**src/rtl/sd_clkdiv_pkg.sv**
```systemverilog
package sd_clkdiv_pkg;

   typedef enum logic {
      CK_HALTED  = 1'b0,
      CK_RUNNING = 1'b1
   } ck_state_e;

   // Prescaler ratio used for the identification rate after reset.
   function automatic int unsigned ident_pre_ratio(longint unsigned base_hz,
                                                   longint unsigned ident_hz);
      int unsigned p;
      p = 2;
      if ((base_hz / 16) > ident_hz) begin
         for (int k = 0; k < 7; k++) begin
            if ((base_hz / p) > (ident_hz * 16)) p = p * 2;
         end
      end
      return p;
   endfunction

   // Divisor ratio (1..16) for the identification rate given the prescaler.
   function automatic int unsigned ident_div_ratio(longint unsigned base_hz,
                                                   longint unsigned ident_hz,
                                                   int unsigned pre);
      int unsigned d;
      d = 16;
      for (int k = 16; k >= 1; k--) begin
         if ((base_hz / (longint'(k) * pre)) <= ident_hz) d = k;
      end
      return d;
   endfunction

   // Shift amount of the prescaler: 0 for bypass, else highest set bit + 1.
   function automatic logic [3:0] pre_shift(logic [7:0] code);
      logic [3:0] s;
      s = 4'd0;
      for (int b = 0; b < 8; b++) begin
         if (code[b]) s = 4'(b + 1);
      end
      return s;
   endfunction

endpackage

```
**src/rtl/sd_clkdiv_ctrl.sv**
```systemverilog
module sd_clkdiv_ctrl #(
   parameter int PRE_W        = 8,
   parameter int DIV_W        = 4,
   parameter int RST_PRE_CODE = 4,
   parameter int RST_DIV_CODE = 15
) (
   input  logic               clk,
   input  logic               rst_n,
   input  logic               wr_en,
   input  logic [8+PRE_W-1:0] wr_data,
   output logic [PRE_W-1:0]   pre_code,
   output logic [DIV_W-1:0]   div_code,
   output logic               card_en,
   output logic               per_en,
   output logic               fields_take
);

   localparam int PRE_LSB = 8;
   localparam int DIV_LSB = 4;
   localparam int CEN_BIT = 1;
   localparam int PEN_BIT = 0;

   assign fields_take = wr_en && !card_en;

   always_ff @(posedge clk or negedge rst_n) begin
      if (!rst_n) begin
         pre_code <= PRE_W'(RST_PRE_CODE);
         div_code <= DIV_W'(RST_DIV_CODE);
         card_en  <= 1'b1;
         per_en   <= 1'b1;
      end else if (wr_en) begin
         card_en <= wr_data[CEN_BIT];
         per_en  <= wr_data[PEN_BIT];
         if (!card_en) begin
            pre_code <= wr_data[PRE_LSB +: PRE_W];
            div_code <= wr_data[DIV_LSB +: DIV_W];
         end
      end
   end

   // codes are frozen whenever the card clock enable was set
   assert_fields_locked_R6: assert property (@(posedge clk) disable iff (!rst_n)
      card_en |=> ($stable(pre_code) && $stable(div_code)));

endmodule

```
**src/rtl/sd_clkdiv_prescale.sv**
```systemverilog
module sd_clkdiv_prescale #(
   parameter int PRE_W = 8,
   parameter int EXP_W = 4
) (
   input  logic             clk,
   input  logic             rst_n,
   input  logic             clear,
   input  logic             advance,
   input  logic [EXP_W-1:0] shift,
   output logic [PRE_W-1:0] cnt_q,
   output logic [PRE_W-1:0] cnt_nat,
   output logic             tick
);

   logic [PRE_W:0] lim_w;

   assign lim_w   = ({{PRE_W{1'b0}}, 1'b1} << shift) - 1'b1;
   assign tick    = (cnt_q == lim_w[PRE_W-1:0]);
   assign cnt_nat = advance ? (tick ? '0 : cnt_q + 1'b1) : cnt_q;

   always_ff @(posedge clk or negedge rst_n) begin
      if (!rst_n)     cnt_q <= '0;
      else if (clear) cnt_q <= '0;
      else            cnt_q <= cnt_nat;
   end

   // prescaler count never leaves the loaded ratio
   assert_pre_in_range_R2: assert property (@(posedge clk) disable iff (!rst_n)
      ({1'b0, cnt_q} <= lim_w));

endmodule

```
**src/rtl/sd_clkdiv_divisor.sv**
```systemverilog
module sd_clkdiv_divisor #(
   parameter int DIV_W = 4
) (
   input  logic             clk,
   input  logic             rst_n,
   input  logic             clear,
   input  logic             advance,
   input  logic [DIV_W-1:0] ratio_m1,
   output logic [DIV_W-1:0] cnt_q,
   output logic [DIV_W-1:0] cnt_nat,
   output logic             wrap
);

   assign wrap    = (cnt_q == ratio_m1);
   assign cnt_nat = advance ? (wrap ? '0 : cnt_q + 1'b1) : cnt_q;

   always_ff @(posedge clk or negedge rst_n) begin
      if (!rst_n)     cnt_q <= '0;
      else if (clear) cnt_q <= '0;
      else            cnt_q <= cnt_nat;
   end

   // divisor count stays at or below the loaded code
   assert_div_in_range_R4: assert property (@(posedge clk) disable iff (!rst_n)
      (cnt_q <= ratio_m1));

endmodule

```
**src/rtl/sd_card_clkdiv.sv**
```systemverilog
module sd_card_clkdiv #(
   parameter longint unsigned BASE_HZ = 50_000_000,
   parameter longint unsigned ID_HZ   = 400_000,
   parameter int              PRE_W   = 8,
   parameter int              DIV_W   = 4
) (
   input  logic               clk,
   input  logic               rst_n,
   input  logic               ctrl_wr,
   input  logic [8+PRE_W-1:0] ctrl_wdata,
   output logic               card_clk,
   output logic               clk_strobe,
   output logic               clk_stable
);
   import sd_clkdiv_pkg::*;

   localparam int EXP_W        = $clog2(PRE_W + 1);
   localparam int PH_W         = PRE_W + DIV_W;
   localparam int N_W          = PH_W + 1;
   localparam int ID_PRE       = int'(ident_pre_ratio(BASE_HZ, ID_HZ));
   localparam int ID_DIV       = int'(ident_div_ratio(BASE_HZ, ID_HZ, ID_PRE));
   localparam int RST_PRE_CODE = ID_PRE / 2;
   localparam int RST_DIV_CODE = ID_DIV - 1;

   generate
      if (PRE_W < 1 || PRE_W > 8) begin : g_bad_pre
         $error("PRE_W must lie in 1..8");
      end
      if (DIV_W < 1 || DIV_W > 4) begin : g_bad_div
         $error("DIV_W must lie in 1..4");
      end
      if (RST_PRE_CODE >= (1 << PRE_W)) begin : g_bad_id
         $error("identification prescaler does not fit PRE_W");
      end
      if (ID_HZ == 0 || BASE_HZ < ID_HZ) begin : g_bad_hz
         $error("BASE_HZ must be at least ID_HZ and ID_HZ nonzero");
      end
   endgenerate

   // control word
   logic [PRE_W-1:0] pre_code;
   logic [DIV_W-1:0] div_code;
   logic             card_en, per_en, fields_take;

   sd_clkdiv_ctrl #(
      .PRE_W        (PRE_W),
      .DIV_W        (DIV_W),
      .RST_PRE_CODE (RST_PRE_CODE),
      .RST_DIV_CODE (RST_DIV_CODE)
   ) ctrl_i (
      .clk         (clk),
      .rst_n       (rst_n),
      .wr_en       (ctrl_wr),
      .wr_data     (ctrl_wdata),
      .pre_code    (pre_code),
      .div_code    (div_code),
      .card_en     (card_en),
      .per_en      (per_en),
      .fields_take (fields_take)
   );

   // run state and active setting
   ck_state_e        run_q, run_d;
   logic [EXP_W-1:0] act_exp;
   logic [DIV_W-1:0] act_dm1;
   logic             reload_pend_q;
   logic [1:0]       wc_q, wc_d;
   logic             ck_q, stb_q, stable_q;
   logic             ck_d, stb_d, stable_d;

   logic             running, both_en, halt_req, start, stop, cnt_clear;
   logic [PRE_W-1:0] pre_cnt, pre_nat;
   logic             pre_tick;
   logic [DIV_W-1:0] div_cnt, div_nat;
   logic             div_wrap;
   logic [N_W-1:0]   ratio_n, half_n, phase_nat;
   logic             at_boundary;

   assign running   = (run_q == CK_RUNNING);
   assign both_en   = card_en && per_en;
   assign halt_req  = !both_en || reload_pend_q;
   assign start     = !running && both_en;
   assign cnt_clear = !running || stop;

   sd_clkdiv_prescale #(
      .PRE_W (PRE_W),
      .EXP_W (EXP_W)
   ) pre_i (
      .clk     (clk),
      .rst_n   (rst_n),
      .clear   (cnt_clear),
      .advance (running),
      .shift   (act_exp),
      .cnt_q   (pre_cnt),
      .cnt_nat (pre_nat),
      .tick    (pre_tick)
   );

   sd_clkdiv_divisor #(
      .DIV_W (DIV_W)
   ) div_i (
      .clk      (clk),
      .rst_n    (rst_n),
      .clear    (cnt_clear),
      .advance  (running && pre_tick),
      .ratio_m1 (act_dm1),
      .cnt_q    (div_cnt),
      .cnt_nat  (div_nat),
      .wrap     (div_wrap)
   );

   // period length, high-phase length and the phase the counters reach next
   assign ratio_n     = (N_W'(act_dm1) + N_W'(1)) << act_exp;
   assign half_n      = (ratio_n + N_W'(1)) >> 1;
   assign phase_nat   = (N_W'(div_nat) << act_exp) | N_W'(pre_nat);
   assign at_boundary = (phase_nat == '0) || (phase_nat >= half_n);
   assign stop        = running && halt_req && at_boundary;

   always_comb begin
      run_d = run_q;
      wc_d  = wc_q;
      ck_d  = 1'b0;
      stb_d = 1'b0;
      if (start) begin
         run_d = CK_RUNNING;
         wc_d  = 2'd0;
         ck_d  = 1'b1;
         stb_d = 1'b1;
      end else if (stop) begin
         run_d = CK_HALTED;
         wc_d  = 2'd0;
      end else if (running) begin
         ck_d  = (phase_nat < half_n);
         stb_d = (phase_nat == '0);
         if (phase_nat == '0 && wc_q != 2'd2) wc_d = wc_q + 2'd1;
      end
      stable_d = (run_d == CK_RUNNING) && (wc_d == 2'd2);
   end

   always_ff @(posedge clk or negedge rst_n) begin
      if (!rst_n) begin
         run_q         <= CK_HALTED;
         act_exp       <= '0;
         act_dm1       <= '0;
         reload_pend_q <= 1'b0;
         wc_q          <= 2'd0;
         ck_q          <= 1'b0;
         stb_q         <= 1'b0;
         stable_q      <= 1'b0;
      end else begin
         run_q    <= run_d;
         wc_q     <= wc_d;
         ck_q     <= ck_d;
         stb_q    <= stb_d;
         stable_q <= stable_d;
         if (start) begin
            act_exp       <= EXP_W'(pre_shift(8'(pre_code)));
            act_dm1       <= div_code;
            reload_pend_q <= 1'b0;
         end else if (fields_take) begin
            reload_pend_q <= 1'b1;
         end
      end
   end

   assign card_clk   = ck_q;
   assign clk_strobe = stb_q;
   assign clk_stable = stable_q;

   // the period marker only coincides with a high clock
   assert_strobe_high_R5: assert property (@(posedge clk) disable iff (!rst_n)
      clk_strobe |-> card_clk);

   // once stopping and already low, the clock never rises again
   assert_no_runt_R7: assert property (@(posedge clk) disable iff (!rst_n)
      (running && halt_req && !card_clk) |=> !card_clk);

   // without both enables a halted clock stays halted
   assert_halt_holds_R8: assert property (@(posedge clk) disable iff (!rst_n)
      (!running && !both_en) |=> (!card_clk && !clk_strobe));

   // the settled flag can only rise at a period start
   assert_stable_on_strobe_R9: assert property (@(posedge clk) disable iff (!rst_n)
      $rose(clk_stable) |-> clk_strobe);

endmodule

```
**config.mk**
```make
export PLATFORM = sky130hd
export DESIGN_NAME = sd_card_clkdiv
export DESIGN_NICKNAME = d
export VERILOG_FILES = /design/src/rtl/sd_clkdiv_pkg.sv /design/src/rtl/sd_clkdiv_ctrl.sv /design/src/rtl/sd_clkdiv_prescale.sv /design/src/rtl/sd_clkdiv_divisor.sv /design/src/rtl/sd_card_clkdiv.sv
export SDC_FILE = /design/constraint.sdc
export NUM_CORES = 1
export LEC_CHECK = 0
export BUFFER_PORTS_ARGS = -buffer_cell sky130_fd_sc_hd__buf_2
export CELL_PAD_IN_SITES_DETAIL_PLACEMENT = 1
export CELL_PAD_IN_SITES_GLOBAL_PLACEMENT = 1
export CORE_MARGIN = 4
export CORE_UTILIZATION = 44
export CTS_BUF_LIST = sky130_fd_sc_hd__clkbuf_4 sky130_fd_sc_hd__clkbuf_8
export DETAILED_ROUTE_END_ITERATION = 8
export PLACE_DENSITY = 0.76
export REMOVE_ABC_BUFFERS = 1
export SETUP_SLACK_MARGIN = 0.15
export SLEW_MARGIN = 20
export SYNTH_ARGS = -nofsm -noshare
export SYNTH_HDL_FRONTEND = slang
export SYNTH_SLANG_ARGS = --single-unit
```
**constraint.sdc**
```tcl
create_clock -name clk -period 5.6 [get_ports clk]
set_input_delay 0.56 -clock clk [delete_from_list [all_inputs] [get_ports clk]]
set_output_delay 0.56 -clock clk [all_outputs]
set_load 0.02 [all_outputs]
```
# --- Yosys cells after proc, flatten, opt, wreduce, memory -nomap -nowiden ---
# Index checks and enable logic that the tools add are counted.
classes:
  shifts: 3
  eq_ne: 4
  add_sub_neg: 6
  n_mux: 28
  reduce_logical: 17
  magnitude_cmp: 2
  n_bitwise: 2
op_table:
  columns: ["operator", "n"]
  rows:
  - ["$mux W4", 10]
  - ["$mux W8", 3]
  - ["$add A13 B1 Y13 const B", 1]
  - ["$ge A13 B12 Y1", 1]
  - ["$logic_not A13 Y1", 1]
  - ["$lt A13 B12 Y1", 1]
  - ["$or A13 B8 Y13", 1]
  - ["$shl A4 B4 Y13", 1]
  - ["$shl A5 B4 Y13", 1]
  - ["$mux W1", 11]
  - ["$add A8 B1 Y8 const B", 1]
  - ["$eq A8 B8 Y1", 1]
  - ["$logic_and A1 B1 Y1", 8]
  - ["$mux W2", 4]
  - ["$shl A1 B4 Y8 const A", 1]
  - ["$sub A8 B1 Y8 const B", 1]
  - ["$add A4 B1 Y5 const B", 1]
  - ["$add A4 B1 Y4 const B", 1]
  - ["$eq A4 B4 Y1", 1]
  - ["$logic_not A1 Y1", 3]
  - ["$logic_or A1 B1 Y1", 3]
  - ["$add A2 B1 Y2 const B", 1]
  - ["$eq A2 B2 Y1 const B", 1]
  - ["$ne A2 B2 Y1 const B", 1]
  - ["3 further kinds", 3]
word_totals:
  reg_bits: 41
  in_bits: 19
  output_inout_bits: 3

# --- Logic depth before layout (Yosys ltp) ---
# Gate-level depths: netlist of run 1.
logic_depth:
  word_depth: 15
  depth_mapped: 26
  depth_no_buf: 23

# --- Hierarchy ---
# Synthesis of run 1 repeated with hierarchy kept, for this count alone.
hier_totals:
  hier_cells: 410
  hier_area_um2: 3564.7
modules_own_cells:
  columns: ["module", "n_inst", "cells_each", "area_each_um2"]
  rows:
  - ["sd_card_clkdiv", 1, 270, 1950.6]
  - ["sd_clkdiv_prescale", 1, 80, 742.0]
  - ["sd_clkdiv_ctrl", 1, 30, 584.3]
  - ["sd_clkdiv_divisor", 1, 30, 287.8]

# --- Worst setup path after synthesis of run 1 ---
# OpenSTA, ideal clock, no wires.
synth_path:
  path_kind: "reg-to-reg"
  startpoint: "register act_exp[2]"
  endpoint: "register pre_i.cnt_q[0]"
  path_slack_ns: -0.078
  period_less_slack_ns: 5.678
  arrival_ns: 5.552
  path_buffers: 2
  stages_incl_launch_ff: 26
  cell_sequence: "dfrtp_1 > buf_6 > clkbuf_1 > inv_1 > nand2_1 > nor2_1 > nand2_1 > ha_1 > nor3_1 > o211ai_1 > a311o_1 > or4_4 > a22oi_1 > nor2_1 > a21oi_1 > o22ai_1 > ha_1 > a21o_1 > a211oi_1 > nand2_1 > a21oi_1 > o21ai_0 > or3b_2 > o31ai_1 > o31ai_2 > a2111oi_0"
synth_between:
  elab_chain_cells: 12
  word_cells_on_any_way: 17
  classes_between: "add/sub: 2; order compare: 1; eq/ne: 1; shift: 3; mux: 4; bitwise: 1; reduce/logical: 5"
synth_rtl:
  columns: ["item", "line_no", "source"]
  rows:
  - ["start, declared", "sd_card_clkdiv.sv:64", "logic [EXP_W-1:0] act_exp;"]
  - ["start signal, assigned", "sd_card_clkdiv.sv:157", "act_exp <= EXP_W'(pre_shift(8'(pre_code)));"]
  - ["$shl A1 B4 Y8", "sd_clkdiv_prescale.sv:17", "assign lim_w = ({{PRE_W{1'b0}}, 1'b1} << shift) - 1'b1;"]
  - ["$sub A8 B1 Y8", "sd_clkdiv_prescale.sv:17", null]
  - ["$eq A8 B8 Y1", "sd_clkdiv_prescale.sv:18", "assign tick = (cnt_q == lim_w[PRE_W-1:0]);"]
  - ["$logic_and A1 B1 Y1", "sd_card_clkdiv.sv:105", ".advance (running && pre_tick),"]
  - ["$mux W4", "sd_clkdiv_divisor.sv:15", "assign cnt_nat = advance ? (wrap ? '0 : cnt_q + 1'b1) : cnt_q;"]
  - ["$shl A4 B4 Y13", "sd_card_clkdiv.sv:115", "assign phase_nat = (N_W'(div_nat) << act_exp) | N_W'(pre_nat);"]
  - ["$or A13 B8 Y13", "sd_card_clkdiv.sv:115", null]
  - ["$ge A13 B12 Y1 / $logic_not A13 Y1 (equally long branches)", "sd_card_clkdiv.sv:116", "assign at_boundary = (phase_nat == '0) || (phase_nat >= half_n);"]
  - ["$logic_or A1 B1 Y1", "sd_card_clkdiv.sv:116", null]
  - ["$logic_and A1 B1 Y1", "sd_card_clkdiv.sv:117", "assign stop = running && halt_req && at_boundary;"]
  - ["$logic_or A1 B1 Y1", "sd_card_clkdiv.sv:83", "assign cnt_clear = !running || stop;"]
  - ["$mux W8 *", "sd_clkdiv_prescale.sv:23", "else if (clear) cnt_q <= '0;"]
  - ["end signal, assigned", "sd_clkdiv_prescale.sv:24", "else cnt_q <= cnt_nat;"]
  - ["end, declared", "sd_clkdiv_prescale.sv:10", "output logic [PRE_W-1:0] cnt_q,"]
# Every way passes the cells marked *; elsewhere a longest branch is shown, timed or not.
# A chain may end at the register's enable or synchronous reset.

# --- Worst setup path in the final report of run 1 ---
layout_path:
  startpoint: "register act_exp[3]"
  endpoint: "register stable_q (netlist: clk_stable)"
layout_between:
  elab_chain_cells: 15
  word_cells_on_any_way: 24
  classes_between: "add/sub: 2; order compare: 1; eq/ne: 2; shift: 3; mux: 9; bitwise: 1; reduce/logical: 6"
layout_rtl:
  columns: ["item", "line_no", "source"]
  rows:
  - ["parallel branches: the longest is 14 deep, another holds $ge A13 B12 Y1", null, null]
  - ["$logic_and A1 B1 Y1 *", "sd_card_clkdiv.sv:137", "stable_d = (run_d == CK_RUNNING) && (wc_d == 2'd2);"]
  - ["via stable_d", "sd_card_clkdiv.sv:69", "logic ck_d, stb_d, stable_d;"]
  - ["end signal, assigned", "sd_card_clkdiv.sv:155", "stable_q <= stable_d;"]
  - ["end, declared", "sd_card_clkdiv.sv:68", "logic ck_q, stb_q, stable_q;"]
# Mark *: on every way through the listed nets, which the timed path passes.

==> results of run 1 <==
[kinds of logic after synthesis]
kind of cell / Yosys count
buffers and inverters: 38
xor gates and xnor gates: 17
AOI/OAI and AO/OA: 121
DFF: 41
and+or+nand+nor: 150
adders and majority gates: 18
muxes: 22
[layout make-up]
| type | instances | area [µm²] |
|---|---|---|
| Multi-Input combinational cell | 328 | 2480 |
| Inverter | 14 | 52.6 |
| Fill cell | 903 | 3450 |
| Timing Repair Buffer | 71 | 493 |
| Clock buffer | 5 | 68.8 |
| Clock inverter | 3 | 26.3 |
| Tap cell | 102 | 128 |
| Sequential cell | 41 | 1030 |
[synthesized netlist by cell type (all sizes together), types with 5 or more instances]
cell | n | area (µm²)
nand2 | 37 | 139
a31oi | 5 | 31.3
nand4 | 8 | 50.1
nand3 | 8 | 40.0
ha | 18 | 225
nor3 | 20 | 100
mux2 | 19 | 214
dfrtp | 34 | 851
nor2 | 30 | 113
clkbuf | 13 | 48.8
inv | 13 | 48.8
a211oi | 18 | 135
o31ai | 9 | 72.6
nor4 | 7 | 56.3
buf | 11 | 80.1
or4 | 6 | 56.3
nor2b | 7 | 43.8
o22ai | 5 | 31.3
o211ai | 6 | 45.0
a21oi | 17 | 88.8
xnor2 | 8 | 70.1
o21ai | 23 | 115
dfstp | 7 | 184
xor2 | 9 | 78.8
nand2b | 5 | 31.3
[power breakdown]
part	total (mW)	switching, mW	internal (mW)
sequential	0.448	0.0789	0.369
clock	0.213	0.121	0.0927
combinational	1.91	1.09	0.815
total	2.57	1.29	1.28
[path summary, 6_finish.rpt]
path	start	endpoint	slack [ns]	depth (start not counted)
hold reg to reg	ctrl_i.pre_code[0]$_DFFE_PN0P_	ctrl_i.pre_code[0]$_DFFE_PN0P_	0.53	1
max in group asynchronous	rst_n	pre_i.cnt_q[5]$_DFF_PN0_	4.61	1
min in group clk	ctrl_wdata[9]	ctrl_i.pre_code[1]$_DFFE_PN0P_	0.45	3
setup / recovery	act_exp[3]$_DFFE_PN0P_	clk_stable$_DFF_PN0_	0.30	23
hold / removal	rst_n	ctrl_i.pre_code[3]$_DFFE_PN0P_	0.38	1
setup reg to reg	act_exp[3]$_DFFE_PN0P_	clk_stable$_DFF_PN0_	0.30	23
[registers in the layout, indices dropped and copies added (netlist names)]
| name | flops |
|---|---|
| clk_strobe | 1 |
| run_q | 1 |
| act_exp | 4 |
| div_i.cnt_q | 4 |
| ctrl_i.card_en | 1 |
| reload_pend_q | 1 |
| wc_q | 2 |
| card_clk | 1 |
| pre_i.cnt_q | 8 |
| ctrl_i.div_code | 4 |
| clk_stable | 1 |
| act_dm1 | 4 |
| ctrl_i.per_en | 1 |
| ctrl_i.pre_code | 8 |
[worst max-delay path, stage by stage (launching register included)]
cell and delay [ns]:
dfrtp_1 0.43, inv_2 0.07, nand2_1 0.07, nor2_2 0.15, nand2_2 0.09, ha_4 0.27
xor2_1 0.14, o211ai_1 0.12, or3_4 0.44, or4_4 0.59, a211oi_2 0.30, o31a_1 0.18
o21ai_0 0.16, ha_1 0.25, a21o_1 0.17, a211oi_2 0.19, nand2_1 0.08, a21oi_1 0.14
o21ai_1 0.10, or3b_4 0.39, o31ai_4 0.25, o31ai_4 0.19, buf_4 0.19, a221oi_2 0.24
[routing by layer]
metal  share of wire [%]  track usage, %
met3                 4.0            3.02
met2                  51            42.1
met4                 2.5            7.24
met1                  43            31.5
met5                   0               0
[through the flow]
| step | setup TNS, ns | util, % | worst slack (ns) | cells | cell area (µm²) |
|---|---|---|---|---|---|
| 2_1_floorplan | -1.08 | - | -0.226 | 383 | 3370 |
| 3_3_place_gp | -1.01 | 50.6 | -0.149 | 547 | 3910 |
| 3_5_place_dp | -3.09 | 50.6 | -0.328 | 547 | 3910 |
| 4_1_cts | 0 | 53.4 | 0.159 | 556 | 4130 |
| 5_1_grt | 0 | 55.4 | 0.0506 | 564 | 4280 |
| 6_report | 0 | 55.4 | 0.304 | 564 | 4280 |
[repair_timing]
item | 4_1_cts | 5_1_grt
buffers inserted | 1 | 8
resized for setup | 24 | 23
endpoints found under the setup margin | 17 | 17
cloned | 0 | 0
pin swaps | 8 | 22
==> run metrics, run 1 <==
status completed; Vias 3582; # rows 32; DRT antenna net count 0; Wirelength per Cell 20.4 µm; total track usage between 20% and 30%; number of flops mapped to enable cells by yosys 0; Worst VDD drop 343 µV; relative slew slack 37.4%; Pwr Density roughly 600 nW/µm²; #FFs+latches synth 41; max-slew violation count 0; Synth Flop Type dfrtp_1; Final nets 498; Port Buf Inserts 19; RSZ-0062 raised after global routing no; sequential share of the synthesized area 29.6%; ant diodes 0; largest net degree at the start of global routing 42; Final Hold Viols 0; Cells after Synth around 410; main combinational cell family by area after synthesis compound AO/OA/AOI/OAI gates; worst skew pair latency 0.31 ns; share of cells above drive strength 1 between 30% and 40%; crit-path max FO 5; CTS tree yes; H-Tree Depth 2; Vias per Instance between 6 and 7; Worst Path Arrival roughly 5.5 ns; Core Region slightly below 8000 µm²; synthesized area about 3500 µm²; CTS Buf Count 5; maxcap violations 0; gr ovfl total 0; Die Ht about 100 µm; CP Data Required Time between 5 and 6 ns; die area ~9400 µm²; Compound-Gate Fraction of Synth Area between 20% and 30%; first-pass GRT wire length ~19000 µm; Longest Clk Path Bufs 2; CP endpoint kind flop; Hold Crit Class in2async; Pre-Repair DR Iteration Count 5; clk sinks 41; final WL 11500 µm; hpwl dp about 8600 µm; Area Growth Syn to Fin 22.4%; most common cell after layout, fill and taps aside buf_4; YS warnings 0; Hold WS approximately 0.38 ns; Power Total 2.57 mW; initial antenna violation count 0; Routability Congestion 0.965; initial DRC count between 200 and 250; Post-synth ARST share between 90% and 100%; Tmin final 5.30 ns; simple-gate share of the synthesized area about 23%; Top Ports 22; post-synthesis mux area share under 10%; Slew @ Worst Pin 0.940 ns; synth unique cells 68; most frequent cells in the layout buf_4, nand2_1, dfrtp_1, nor2_1; # setup viols final 0; root buf cell clkbuf_8; Leak ~1.7 nW; clock slew at reported path FFs ~0.10 ns; die width 97.1 µm; critical path startpoint category flop; final clock period utilization by the worst path a little over nine tenths; vias in the first global route 3672; Worst Path Class, Setup reg2reg; Fmax between 150 and 200 MHz; Hold-fix buffers, CTS 0; Initial Util 45.2%; Synth Area per Inst 8.59 µm²; number of remaining DRC errors 0; Synth Area in XOR/XNOR between 4 and 5%; Layout Skew between 0.01 and 0.015 ns; post-synthesis adder-cell area fraction ~6.4%
Power figures use the tool's default switching activity.
==> run 2: changes to the inputs <==
Settings changed: CELL_PAD_IN_SITES_DETAIL_PLACEMENT 1 to 0.
Clock period 5.6 ns to 4.6 ns, I/O delays scaled along.
==> run 2 against run 1 <==
Effect of this change:
- the run now ends with negative setup slack left
- sequential power up 16%
- critical path depth up 1
- clock-buffer cell count did not move
- final cell count is 9.9% higher
- die area unchanged
- setup slack worse by 0.78 ns
- hold slack got worse by 0.095 ns
- cell area is 12% higher
- via count rose by 3.9%
- clock skew is 0.0029 ns higher
- first-iteration DRC count fell by 9.5%
- routed wire length fell by 1.6%
- critical path type unchanged
==> run metrics, run 2 (synthesis results as in run 1) <==
Initial Util between 40% and 50%; Worst Path Arrival between 5 and 6 ns; clk sinks 41; CP endpoint kind flop; placed cells 599; Vias per Instance 6.00; max-slew violation count 0; DRT antenna net count 0; hpwl dp roughly 8600 µm; H-Tree Depth 2; Hold-fix buffers, CTS 0; Vias roughly 3700; die width between 90 and 100 µm; initial DRC count ~220; CTS tree yes; Layout Skew 0.0141 ns; root buf cell clkbuf_8; Wirelength per Cell around 18 µm; Longest Clk Path Bufs 2; Leak 2.03 nW; Port Buf Inserts 19; first-pass GRT wire length 18300 µm; Hold Crit Class in2async; initial antenna violation count 0; # rows 32; Area Growth Syn to Fin 36.7%; Top Ports 22; share of cells above drive strength 1 about 43%; Tmin final slightly above 5 ns; finished layout cell area around 4800 µm²; vias in the first global route about 3600; RSZ-0062 raised after global routing yes; CTS Buf Count 5; Pre-Repair DR Iteration Count 5; Worst Path Class, Setup reg2reg; most frequent cells in the layout buf_4, nand2_1, dfrtp_1, nor2_1; Setup TNS -6.91 ns; status complete, but fails checks; Power Total around 3.4 mW; relative slew slack between 20% and 30%; final WL 11300 µm; gr ovfl total 0; Core Region a little under 8000 µm²; maxcap violations 0; final clock period utilization by the worst path 110%; Net Sw Frac 48.5%; # setup viols final 17; Comb pwr share between 70% and 80%; die area 9430 µm²; total net switching power 1.64 mW; largest net degree at the start of global routing 42; Die Ht between 90 and 100 µm; Slew @ Worst Pin about 1.1 ns; Final nets ~550; Routability Congestion between 0.9 and 1; largest registers ctrl_i.pre_code (8), pre_i.cnt_q (8); sequential power share approximately 15%; worst skew pair latency 0.30 ns; Final Hold Viols 0; Pint around 1.7 mW; critical path startpoint category flop; number of remaining DRC errors 0; clock slew at reported path FFs 0.09 ns; setup ws final -0.478 ns; most common cell after layout, fill and taps aside buf_4; fin util approximately 60%; Clock power frac ~7.2%; Final Non-Filler Cells 620; Fmax 197 MHz; failing checks negative setup slack; Worst VDD drop between 300 and 400 µV; total track usage 23.8%; Pwr Density roughly 710 nW/µm²; ant diodes 0; crit-path max FO 6; CP Data Required Time 4.81 ns; Placement Cell Area approximately 4300 µm²
[run 2: cell count changes in the layout (fill, tap and decap cells not counted), sizes merged]
| cell | delta |
|---|---|
| clkinvlp | +1 |
| inv | -2 |
| clkinv | +1 |
| buf | +56 |
[run 2: routing by layer]
layer	share of wire, %	wire length, µm	track usage [%]
met5	0	0	0
met3	5.0	563	3.66
met1	45	5140	32.5
met4	3.0	344	6.48
met2	47	5300	39.3
[run 2: area by class of cell]
class,instances,area [µm²]
fill,680,2950
timing repair buffer,127,913
inverter,14,52.6
multi-input combinational,328,2560
sequential,41,1030
clock buffer,5,68.8
clock inverter,3,21.3
tap,102,128
[run 2: power by group through the flow]
stage | Clock (mW) | Sequential (mW) | Combinational (mW)
global placement | 0 | 0.516 | 2.10
global route | 0.268 | 0.532 | 2.81
floorplan | 0 | 0.607 | 1.09
CTS | 0.252 | 0.514 | 2.40
detailed placement | 0 | 0.519 | 2.11
finish | 0.243 | 0.520 | 2.62
[run 2: path summary, 6_finish.rpt]
| path | slack (ns) | cells past startpoint | to | start |
|---|---|---|---|---|
| worst max-delay path | -0.48 | 24 | clk_stable$_DFF_PN0_ | act_exp[1]$_DFFE_PN0P_ |
| worst min-delay path | 0.28 | 1 | ctrl_i.pre_code[4]$_DFFE_PN0P_ | rst_n |
| worst max register to register | -0.48 | 24 | clk_stable$_DFF_PN0_ | act_exp[1]$_DFFE_PN0P_ |
| worst min register to register | 0.52 | 1 | ctrl_i.pre_code[0]$_DFFE_PN0P_ | ctrl_i.pre_code[0]$_DFFE_PN0P_ |
| max in group asynchronous | 3.75 | 1 | act_dm1[2]$_DFFE_PN0P_ | rst_n |
| min in group clk | 0.38 | 3 | ctrl_i.pre_code[1]$_DFFE_PN0P_ | ctrl_wdata[9] |
[run 2: per-stage QoR]
stage,worst slack (ns),hold WS (ns)
after floorplan,-1.23,0.164
after global placement,-0.889,0.499
after detailed placement,-1.02,0.506
after CTS,-0.439,0.313
after global routing,-0.811,0.348
final,-0.478,0.283
[run 2: timing repair]
action,CTS,global route
resized for setup,38,26
pin swaps,29,32
setup endpoints to repair,17,17
hold endpoints to repair,0,0
setup buffers,6,7
[run 2: critical path, stage by stage (launching register included)]
cell	delay (ns)
dfrtp_1	0.45
nor2_2	0.16
nand2_1	0.12
ha_4	0.20
and2_1	0.13
o211ai_1	0.36
buf_4	0.19
a311oi_2	0.09
buf_4	0.18
buf_4	0.15
and4_1	0.17
buf_4	0.14
o21ai_0	0.16
o31a_1	0.31
o21ai_1	0.12
ha_1	0.32
o21a_1	0.11
o21ai_0	0.15
a211o_1	0.17
o21ai_2	0.08
or3b_4	0.38
o31ai_4	0.24
o31ai_4	0.18
buf_4	0.17
a221oi_2	0.24
==> run 3: changes to the inputs <==
Settings changed: CORE_MARGIN 4 to unset.
==> run 3 against run 2 <==
Effect of this change:
- the flow still finishes with violations (negative setup slack)
- setup slack improved by 0.013 ns
- largest cell class unchanged
- register-to-register slack about the same
- first-iteration DRC count increased by 37%
- clock-buffer cell count unchanged
- via count increased by 1.4%
==> run metrics, run 3 (synthesis results as in run 1) <==
largest registers ctrl_i.pre_code (8), pre_i.cnt_q (8); Vias per Instance 6.02; Routability Congestion between 0.9 and 1; gr ovfl total 0; Multi-input gate area approximately 2600 µm²; CP endpoint kind flop; Top Layer Used met4; status complete, but fails checks; H-Tree Depth 2; # setup viols final 17; failing checks negative setup slack; Clock power frac 6.9%; Hold Crit Class in2async; worst skew pair latency roughly 0.3 ns; ant diodes 0; Vias approximately 3800; total track usage 28.7%; CP Data Required Time around 4.8 ns; Core Region 7690 µm²; relative slew slack between 30% and 40%; # rows 32; Area Growth Syn to Fin 40.5%; CTS tree yes; share of cells above drive strength 1 a little under half; Layout Skew approximately 0.013 ns; Tmin final approximately 5 ns; crit-path max FO 5; Die Ht approximately 91 µm; CTS Buf Count 5; largest net degree at the start of global routing 42; setup ws final -0.465 ns; clock slew at reported path FFs roughly 0.09 ns; vias in the first global route 3745; maxcap violations 0; most frequent cells in the layout buf_4, nand2_1, dfrtp_1, nor2_1; die width between 90 and 100 µm; Pwr Density slightly above 700 nW/µm²; Top Ports 22; clk sinks 41; Fmax ~200 MHz; final clock period utilization by the worst path 110%; max-slew violation count 0; die area about 8300 µm²; met3 wire len 746 µm; FF/Latch Area 1040 µm²; sequential power share approximately 15%; initial DRC count 300; root buf cell clkbuf_8; fin util a little under two thirds; RSZ-0062 raised after global routing yes; Power Total around 3.5 mW; critical path startpoint category flop; met2 WL about 5500 µm; Pre-Repair DR Iteration Count 6; initial antenna violation count 0; Worst Path Arrival about 5.2 ns; total net switching power 1.70 mW; Net Sw Frac about half; Final Hold Viols 0; DRT antenna net count 0; Slew @ Worst Pin 0.912 ns; Final nets between 500 and 600; Wirelength per Cell approximately 19 µm; Port Buf Inserts 19; Leak approximately 2.1 nW; Pint approximately 1.8 mW; first-pass GRT wire length between 15000 and 20000 µm; Worst VDD drop 388 µV; metal1 wirelength between 4000 and 5000 µm; final WL 11600 µm; Hold WS approximately 0.29 ns; Longest Clk Path Bufs 2; most common cell after layout, fill and taps aside buf_4; Initial Util between 40% and 50%; Comb pwr share between 70% and 80%; hpwl dp between 8000 and 9000 µm; number of remaining DRC errors 0; Worst Path Class, Setup reg2reg; Hold-fix buffers, CTS 0; Fillers around 670
## run 3: per-stage QoR
step | std cells | cell area [µm²] | setup TNS (ns) | setup WS (ns)
finish | 627 | 4910 | -6.36 | -0.465
floorplan | 383 | 3370 | -17.68 | -1.23
global route | 627 | 4910 | -9.65 | -0.679
global placement | 605 | 4350 | -12.16 | -0.761
CTS | 617 | 4750 | -4.74 | -0.360
detailed placement | 605 | 4350 | -14.38 | -0.907
## run 3: repair_timing
action,CTS,global route
resized for setup,64,20
setup buffers,4,10
setup endpoints to repair,17,18
pin swaps,45,17
## run 3: path summary, 6_finish.rpt
path | cells after the start | start | slack, ns | to
worst max-delay path | 24 | act_exp[2]$_DFFE_PN0P_ | -0.46 | pre_i.cnt_q[1]$_DFF_PN0_
worst min-delay path | 1 | rst_n | 0.29 | act_exp[0]$_DFFE_PN0P_
worst max register to register | 24 | act_exp[2]$_DFFE_PN0P_ | -0.46 | pre_i.cnt_q[1]$_DFF_PN0_
worst min register to register | 1 | ctrl_i.pre_code[0]$_DFFE_PN0P_ | 0.52 | ctrl_i.pre_code[0]$_DFFE_PN0P_
max in group asynchronous | 1 | rst_n | 3.68 | act_exp[1]$_DFFE_PN0P_
min in group clk | 3 | ctrl_wdata[9] | 0.39 | ctrl_i.pre_code[1]$_DFFE_PN0P_
## run 3: routing by layer
| layer | global-route usage, % | vias to the layer above |
|---|---|---|
| met4 | 8.20 | 0 |
| met2 | 48.3 | 156 |
| li1 | - | 1780 |
| met3 | 2.43 | 23 |
| met1 | 39.3 | 1813 |
| met5 | 0 | - |
## run 3: worst max-delay path: stages, from the launching register on
cell and delay, ns:
dfrtp_1 0.44, inv_2 0.10, nand2_4 0.06, nor2_4 0.09
nand2_2 0.07, ha_4 0.18, nor3_4 0.17, o211ai_1 0.21
a311oi_2 0.42, buf_4 0.20, and3_4 0.18, a211oi_2 0.05
buf_4 0.15, buf_6 0.11, o31a_1 0.27, buf_6 0.14
o22ai_2 0.10, ha_1 0.27, o21a_1 0.25, a21oi_2 0.16
o21ai_2 0.08, or3b_4 0.39, o31ai_4 0.26, o31ai_4 0.19
a2111oi_2 0.39
## run 3: power by group through the flow
| stage | Clock (mW) | Combinational [mW] | Sequential [mW] |
|---|---|---|---|
| 2_1_floorplan | 0 | 1.09 | 0.607 |
| 3_3_place_gp | 0 | 2.13 | 0.516 |
| 3_5_place_dp | 0 | 2.15 | 0.520 |
| 4_1_cts | 0.250 | 2.54 | 0.515 |
| 5_1_grt | 0.261 | 2.93 | 0.536 |
| 6_report | 0.241 | 2.74 | 0.522 |
## run 3: area by class of cell
class	instances	area share, %
sequential	41	21.1
clock buffer	5	1.40
multi-input combinational	328	53.3
timing repair buffer	134	20.1
tap	102	2.60
clock inverter	3	0.433
inverter	14	1.07
